[src/rtl/spi_port.sv]
module spi_port (
  input  logic        clk,
  input  logic        rst_n,
  input  logic [12:0] ctrl,
  input  logic [15:0] tx_data,
  input  logic        start,
  output logic [15:0] rx_data,
  output logic        busy,
  output logic        done,
  input  logic        sck_i,
  output logic        sck_o,
  output logic        sck_oe,
  input  logic        ss_n,
  input  logic        sdi,
  output logic        sdo,
  output logic        sdo_oe
);

  wire master  = ctrl[0];
  wire cpol    = ctrl[1];
  wire cke     = ctrl[2];
  wire smp     = ctrl[3];
  wire wide    = ctrl[4];
  wire ss_en   = ctrl[5];
  wire sck_off = ctrl[6];
  wire sdo_off = ctrl[7];

  wire [9:0] pre_p = (ctrl[9:8] == 2'b11) ? 10'd1  :
                     (ctrl[9:8] == 2'b10) ? 10'd4  :
                     (ctrl[9:8] == 2'b01) ? 10'd16 : 10'd64;
  wire [9:0] pre_s_raw = 10'd8 - {7'd0, ctrl[12:10]};
  wire [9:0] pre_s = (pre_p == 10'd1 && pre_s_raw == 10'd1) ? 10'd2 : pre_s_raw;
  wire [9:0] half_len = pre_p * pre_s;

  wire [4:0] nbits = wide ? 5'd16 : 5'd8;
  wire [5:0] nedge = {nbits, 1'b0};
  wire [5:0] nhalf = nedge + {5'd0, ~cke & smp};

  logic        run, sck_a;
  logic [9:0]  dcnt;
  logic [5:0]  kc;
  logic [4:0]  bcnt;
  logic [15:0] tsr, rsr;
  logic [2:0]  s_sck;
  logic [1:0]  s_ss, s_sdi;

  wire [5:0]  kn      = kc + 6'd1;
  wire [4:0]  bn      = bcnt + 5'd1;
  wire        bit_in  = master ? sdi : s_sdi[1];
  wire [15:0] rsr_nx  = {rsr[14:0], bit_in};
  wire        m_samp  = (kn[0] == (cke ^ smp));
  wire        m_shift = (kn[0] != cke) && (kn >= 6'd2) && (kn < nedge);
  wire        act_now = s_sck[1] ^ cpol;
  wire        act_old = s_sck[2] ^ cpol;
  wire        s_lead  = act_now & ~act_old;
  wire        s_trail = ~act_now & act_old;
  wire        s_sel   = ~ss_en | ~s_ss[1];
  wire        s_samp  = cke ? s_lead : s_trail;
  wire        s_shift = cke ? s_trail : s_lead;
  wire [15:0] tx_load = wide ? tx_data : {tx_data[7:0], 8'h00};

  function automatic logic [15:0] fit(input logic [15:0] v, input logic w);
    return w ? v : {8'h00, v[7:0]};
  endfunction

  always_ff @(posedge clk or negedge rst_n) begin
    if (!rst_n) begin
      run <= 1'b0; sck_a <= 1'b0; dcnt <= '0; kc <= '0; bcnt <= '0;
      tsr <= '0; rsr <= '0; rx_data <= '0; busy <= 1'b0; done <= 1'b0;
      s_sck <= '0; s_ss <= 2'b11; s_sdi <= '0;
    end else begin
      done  <= 1'b0;
      s_sck <= {s_sck[1:0], sck_i};
      s_ss  <= {s_ss[0], ss_n};
      s_sdi <= {s_sdi[0], sdi};
      if (start && !busy) begin
        tsr  <= tx_load;
        busy <= 1'b1;
        bcnt <= '0;
        if (master) begin
          run   <= 1'b1;
          dcnt  <= half_len - 10'd1;
          kc    <= '0;
          sck_a <= 1'b0;
        end
      end else if (master) begin
        if (run) begin
          if (dcnt != 10'd0) begin
            dcnt <= dcnt - 10'd1;
          end else begin
            dcnt <= half_len - 10'd1;
            kc   <= kn;
            if (kn <= nedge) sck_a <= ~sck_a;
            if (m_samp)      rsr <= rsr_nx;
            if (m_shift)     tsr <= {tsr[14:0], 1'b0};
            if (kn == nhalf) begin
              run     <= 1'b0;
              busy    <= 1'b0;
              done    <= 1'b1;
              rx_data <= fit(m_samp ? rsr_nx : rsr, wide);
            end
          end
        end
      end else if (!s_sel) begin
        bcnt <= '0;
      end else if (s_samp) begin
        rsr <= rsr_nx;
        if (bn == nbits) begin
          bcnt    <= '0;
          busy    <= 1'b0;
          done    <= 1'b1;
          rx_data <= fit(rsr_nx, wide);
        end else begin
          bcnt <= bn;
        end
      end else if (s_shift && bcnt != 5'd0) begin
        tsr <= {tsr[14:0], 1'b0};
      end
    end
  end

  assign sck_o  = cpol ^ sck_a;
  assign sck_oe = master & ~sck_off;
  assign sdo    = tsr[15];
  assign sdo_oe = ~sdo_off & (master | s_sel);

endmodule

[config.mk]
export PLATFORM = sky130hd
export DESIGN_NAME = spi_port
export DESIGN_NICKNAME = d
export VERILOG_FILES = /design/src/rtl/spi_port.sv
export SDC_FILE = /design/constraint.sdc
export NUM_CORES = 1
export LEC_CHECK = 0
export ABC_CLOCK_PERIOD_IN_PS = 3700
export BUFFER_PORTS_ARGS = -buffer_cell sky130_fd_sc_hd__buf_2
export CORE_MARGIN = 10
export CORE_UTILIZATION = 35
export CTS_CLUSTER_DIAMETER = 40
export DETAILED_ROUTE_END_ITERATION = 12
export PLACE_DENSITY = 0.62
export SYNTH_ARGS = -nofsm -noshare
export SYNTH_HDL_FRONTEND = slang
export SYNTH_SLANG_ARGS = --single-unit
[constraint.sdc]
create_clock -name clk -period 3.7 [get_ports clk]
set_input_delay 1.11 -clock clk [delete_from_list [all_inputs] [get_ports clk]]
set_output_delay 1.11 -clock clk [all_outputs]
set_load 0.05 [all_outputs]
==> flow_metrics.env, run 1 <==
export IMPL_hpwl_mm=8.27
export IMPL_max_slew_margin=0.319
export IMPL_grt_usage=0.112
export IMPL_final_area_sq_um=6230
export IMPL_power_leakage_uw=0.00287
export IMPL_drtIter0Drc=173
export IMPL_syn_nets=573
export IMPL_synth_edff_count=0
export IMPL_drtAntennaViolNets=0
export IMPL_tightest_slew_ns=1.02
export IMPL_synthAdderAreaFrac=0.0989
export IMPL_cts_sinks=80
export IMPL_final_core_util=0.445
export IMPL_syn_to_final_growth_pct=23.6
export IMPL_syn_inst=500
export IMPL_synthMuxAreaShare=0.146
export IMPL_hold_viol=0
export IMPL_crit_family="adder cells"
export IMPL_setup_tns_ns=0
export IMPL_async_reset_ff_frac=1.00
export IMPL_p_per_area_nw_per_um2=525
export IMPL_skew_ns=0.00780
export IMPL_path_buf_inv=1
export IMPL_stdcell_count=765
export IMPL_crit_path_frequent_cell="ha_4"
export IMPL_synth_top_area_cell="dfrtp_1"
export IMPL_core_sq_um=14000
export IMPL_synth_xor_area_frac=0.0348
export IMPL_outcome="completed"
export IMPL_die_w_um=140
export IMPL_clk_pin_slew_ns=0.06
export IMPL_worst_path_max_fanout=4
export IMPL_min_path_type="reg2reg"
export IMPL_drt_total_wl_mm=11.2
export IMPL_worstPathCellList="buf_8 -> or3_4 -> nor2_4 -> ha_4 -> xnor2_1 -> ha_2 -> ha_4 -> ha_4 -> o21a_1 -> o31a_1 -> or3_1 -> a31oi_1 -> o21ai_1"
export IMPL_initial_core_util=0.360
export IMPL_holdWs_ns=0.346
export IMPL_critical_path_class="in2reg"
export IMPL_drv_slew=0
export IMPL_dp_cells=747
export IMPL_die_area_sq_um=19600
export IMPL_p_clk_frac=0.292
export IMPL_synth_area_leaders="dfrtp_1, ha_1, mux2_2"
export IMPL_synth_common_cells="dfrtp_1, nor2_1, ha_1"
export IMPL_synth_top_family_by_area="simple AND/OR/NAND/NOR gates"
export IMPL_end_kind="flip-flop"
export IMPL_crit_path_top_delay_cell="or3_4"
export IMPL_drive_gt1_frac=0.316
export IMPL_comb_power_share=0.320
export IMPL_critPathRequiredTime_ns=3.88
export IMPL_gp_congestion=0.836
export IMPL_p_switching_uw=1090
export IMPL_grt_pass1_vias=4036
export IMPL_vias_per_cell=5.08
export IMPL_period_share=0.979
export IMPL_wire_per_inst_um=14.7
export IMPL_fillers=1331
export IMPL_setup_viol=0
export IMPL_h_tree_depth=3
export IMPL_row_count=43
export IMPL_synth_ff_type="dfrtp_1"
export IMPL_io_pins=57
export IMPL_cts_buffers=9
export IMPL_cts_path_max_buffers=2
export IMPL_placed_cell_area_sq_um=5800
export IMPL_die_h_um=140
export IMPL_start_kind="input port"
export IMPL_grt_pass1_wl_mm=18.7
export IMPL_remaining_drc_errors=0
export IMPL_grt_max_degree=81
export IMPL_root_buffer="clkbuf_16"
export IMPL_dr_pass1_iters=5
export IMPL_synth_avg_cell_area_sq_um=10.1
export IMPL_power_frac_seq=0.388
export IMPL_max_cap_viol_count=0
export IMPL_cts_hold_buf=0
export IMPL_rsz0062_at_grt="true"
export IMPL_synth_area_sq_um=5040
export IMPL_max_freq_ghz=0.276
export IMPL_antenna_cells=0
export IMPL_arrival_ns=3.80
export IMPL_swShare=0.333
export IMPL_ys_seq_elements=80
export IMPL_cts_tree="done"
export IMPL_final_nets=653
export IMPL_period_needed_ns=3.62
export IMPL_yosysWarningCount=0
export IMPL_io_buffer_count=56
export IMPL_yosys_area_share_simple=0.151
export IMPL_synth_top_area_share=0.387
export IMPL_synth_distinct_cells=62
export IMPL_slowest_delay_ns=0.42
export IMPL_grt_overflow=0
export IMPL_synth_compound_area_frac=0.128
export IMPL_vdd_ir_drop_max_mv=0.293
export IMPL_via_count=3888
export IMPL_yosysMostFrequentCell="dfrtp_1"
export IMPL_p_int_uw=2180
export IMPL_clock_latency_ns=0.33
export IMPL_yosysSeqAreaShare=0.398
export IMPL_antenna_found_initial=0
-- layer usage --
metal | global-route usage | share of wire | wire [um]
met3 | 0.0311 | 0.036 | 405
met4 | 0.0261 | 0.0081 | 91
met1 | 0.131 | 0.44 | 4980
met5 | 0 | 0 | 0
met2 | 0.197 | 0.51 | 5730
-- worst register-to-register path: stages (launching register included) --
cell      delay [ns]
dfrtp_1         0.56
and2_1          0.27
nand4_1         0.13
xor2_1          0.30
inv_1           0.09
ha_1            0.30
a21oi_1         0.20
nand4b_1        0.14
a32oi_2         0.20
buf_4           0.32
mux2i_1         0.23
o21ai_1         0.09
-- cell usage in the layout (no fill, tap or decap), drive strengths merged, types with 4 or more instances in the layout --
master,Yosys,routed
xnor2,8,8
o221ai,7,7
ha,35,35
o31ai,4,4
mux2i,25,25
or3,5,5
nand2,35,35
dfrtp,78,78
nand2b,6,6
mux2,40,40
a21oi,22,22
nor3,6,6
nor2b,7,7
inv,27,27
buf,9,89
clkbuf,11,11
o211ai,4,4
xor2,12,12
a31oi,5,5
a211oi,4,4
nand3,22,22
nor2,44,44
o21ai,36,36
nand4,5,5
-- per-stage QoR --
step	power (uW)	setup WS, ns
after floorplan	2030	-0.0256
after global placement	2260	-0.307
after detailed placement	2310	-0.435
after CTS	3290	0.000479
after global routing	3480	-0.0746
final	3270	0.0788
-- final cells by class --
class	instances	area, sq um	share of cell area
timing repair buffer	89	551	0.0884
tap	180	225	0.0362
clock inverter	5	80.1	0.0129
clock buffer	11	243	0.0390
inverter	28	113	0.0181
multi-input combinational	372	3010	0.484
sequential	80	2000	0.322
-- logic make-up after synthesis --
family                     Yosys count
xor gates and xnor gates            20
buffers and inverters               48
adders and majority gates           38
and+or+nand+nor                    149
AOI/OAI and AO/OA                  100
DFF                                 80
muxes                               65
-- sequential cells by signal, summed over array words and instances (netlist names) --
register and cells:
s_sck 3, dcnt 10, rsr 16, s_sdi 2, sck_a 1, kc 6, tsr 16, busy 1
s_ss 2, done 1, run 1, rx_data 16, bcnt 5
-- power by group through the flow --
stage | registers, uW | clock network (uW) | logic [uW]
after floorplan | 1240 | 0 | 789
after global placement | 1260 | 0 | 992
after detailed placement | 1280 | 0 | 1030
after CTS | 1260 | 984 | 1040
after global routing | 1300 | 1020 | 1170
final | 1270 | 956 | 1050
-- repair_timing --
item / 4_1_cts / 5_1_grt
setup endpoints to repair: 3 / 4
buffers inserted: 0 / 2
pin swaps: 5 / 7
gates resized for setup: 8 / 13
-- path summary, 6_finish.rpt --
path / start / to / slack (ns) / cells past startpoint
setup / recovery: ctrl[10] / dcnt[7] / 0.08 / 13
hold / removal: s_sdi[0] / s_sdi[1] / 0.35 / 0
setup reg to reg: kc[0] / tsr[5] / 0.75 / 11
hold reg to reg: s_sdi[0] / s_sdi[1] / 0.35 / 0
max in group asynchronous: rst_n / rx_data[6] / 2.10 / 1
min in group asynchronous: rst_n / rx_data[11] / 0.96 / 1
Note: power is estimated with default switching activity, not from simulation.
==> inputs of run 2 (changes only) <==
CAP_MARGIN = 20   (was not set)
PLACE_DENSITY = not set   (was 0.62)
PLACE_DENSITY_LB_ADDON = 0.2   (was not set)
==> flow_metrics.env, run 2 (synthesis gave the netlist of run 1 again) <==
export IMPL_final_area_sq_um=6430
export IMPL_min_path_type="reg2reg"
export IMPL_io_pins=57
export IMPL_met3_wirelength_um=377
export IMPL_final_core_util=0.460
export IMPL_stdcell_count=769
export IMPL_outcome="completed"
export IMPL_placed_cell_area_sq_um=5830
export IMPL_mostFrequentLayoutCells="dfrtp_1, buf_2, nor2_1"
export IMPL_cts_tree="done"
export IMPL_top_layer="met4"
export IMPL_gp_congestion=0.802
export IMPL_end_kind="flip-flop"
export IMPL_core_sq_um=14000
export IMPL_power_leakage_uw=0.00292
export IMPL_io_buffer_count=56
export IMPL_initial_core_util=0.360
export IMPL_drt_met1_wl_mm=5.42
export IMPL_die_area_sq_um=19600
export IMPL_grt_pass1_vias=3986
export IMPL_cts_sinks=80
export IMPL_vias_per_cell=5.08
export IMPL_hold_viol=0
export IMPL_drtIter0Drc=141
export IMPL_multi_input_area_sq_um=3120
export IMPL_die_h_um=140
export IMPL_arrival_ns=3.86
export IMPL_grt_max_degree=81
export IMPL_skew_ns=0.00865
export IMPL_grt_overflow=0
export IMPL_setup_tns_ns=0
export IMPL_remaining_drc_errors=0
export IMPL_h_tree_depth=3
export IMPL_die_w_um=140
export IMPL_hpwl_mm=8.39
export IMPL_via_count=3910
export IMPL_grt_usage=0.116
export IMPL_period_needed_ns=3.65
export IMPL_tightest_slew_ns=0.981
export IMPL_mostFrequentLayoutCell="dfrtp_1"
export IMPL_grt_pass1_wl_mm=19.2
export IMPL_regArea_sq_um=2000
export IMPL_clk_pin_slew_ns=0.06
export IMPL_max_cap_viol_count=0
export IMPL_max_freq_ghz=0.274
export IMPL_critical_path_class="in2reg"
export IMPL_drt_total_wl_mm=11.4
export IMPL_crit_path_top_delay_cell="or4_1"
export IMPL_antenna_found_initial=0
export IMPL_slowest_delay_ns=0.56
export IMPL_cts_buffers=9
export IMPL_drv_slew=0
export IMPL_p_per_area_nw_per_um2=524
export IMPL_crit_path_frequent_cell="ha_4"
export IMPL_start_kind="input port"
export IMPL_setup_viol=0
export IMPL_max_slew_margin=0.342
export IMPL_root_buffer="clkbuf_16"
export IMPL_setup_ws_ns=0.0488
export IMPL_vdd_ir_drop_max_mv=0.242
export IMPL_critPathRequiredTime_ns=3.91
export IMPL_worstPathCellList="buf_8 -> inv_6 -> ha_4 -> xor2_4 -> or3_1 -> ha_1 -> ha_1 -> ha_4 -> ha_4 -> or4_1 -> a21oi_2 -> a211oi_2"
export IMPL_final_nets=657
export IMPL_syn_to_final_growth_pct=27.7
export IMPL_dr_pass1_iters=4
export IMPL_clock_latency_ns=0.34
export IMPL_dp_cells=749
export IMPL_period_share=0.987
export IMPL_cts_hold_buf=0
export IMPL_fillers=1350
export IMPL_largestRegisters="rsr (16), rx_data (16), tsr (16)"
export IMPL_detailedPlace_worstSlack_ns=-0.444
export IMPL_cts_path_max_buffers=2
export IMPL_drive_gt1_frac=0.345
export IMPL_dr_wl_met2_mm=5.36
export IMPL_drtAntennaViolNets=0
export IMPL_row_count=43
export IMPL_antenna_cells=0
export IMPL_wire_per_inst_um=14.8
export IMPL_worst_path_max_fanout=4
-- run 2: final timing paths --
check	start	end	slack (ns)	cells past startpoint
min reg2reg	s_sdi[0]	s_sdi[1]	0.35	0
min	s_sdi[0]	s_sdi[1]	0.35	0
max reg2reg	kc[0]	tsr[3]	0.81	11
max in group asynchronous	rst_n	s_ss[1]	2.49	2
max	ctrl[10]	dcnt[8]	0.05	12
min in group asynchronous	rst_n	rx_data[6]	0.60	1
-- run 2: repair_timing --
action | in CTS | in global routing
pin swaps | 0 | 21
buffers inserted | 0 | 3
endpoints found under the setup margin | 2 | 4
resized for setup | 2 | 36
hold endpoints to repair | 0 | 0
-- run 2: metrics by stage --
stage | hold WS (ns) | power [uW]
after floorplan | 0.331 | 2030
after global placement | 0.338 | 2270
after detailed placement | 0.341 | 2310
after CTS | 0.352 | 3360
after global routing | 0.355 | 3610
final | 0.350 | 3370
-- run 2: cell type report --
type | instances | share of cell area
Timing Repair Buffer | 93 | 0.0972
Clock buffer | 10 | 0.0356
Tap cell | 180 | 0.0350
Multi-Input combinational cell | 372 | 0.485
Sequential cell | 80 | 0.311
Clock inverter | 6 | 0.0179
Inverter | 28 | 0.0175
-- run 2: routing by layer --
layer / up-vias / track usage
met3: 16 / 0.0233
met5: - / 0
met2: 62 / 0.184
li1: 1954 / -
met4: 0 / 0.0473
met1: 1878 / 0.150
-- run 2: power by group --
part | total, uW | internal (uW) | switching, uW
Clock | 1030 | 664 | 364
Sequential | 1270 | 1090 | 179
Combinational | 1080 | 509 | 567
Total | 3370 | 2260 | 1110
-- run 2: worst max-delay path: cells and delay by family --
kind	cells	cell delay, ns
adder cells (fa/ha/maj)	5	1.32
buffers and inverters	2	0.13
XOR/XNOR	1	0.20
AND/OR/NAND/NOR	2	0.89
AO/OA/AOI/OAI	2	0.23
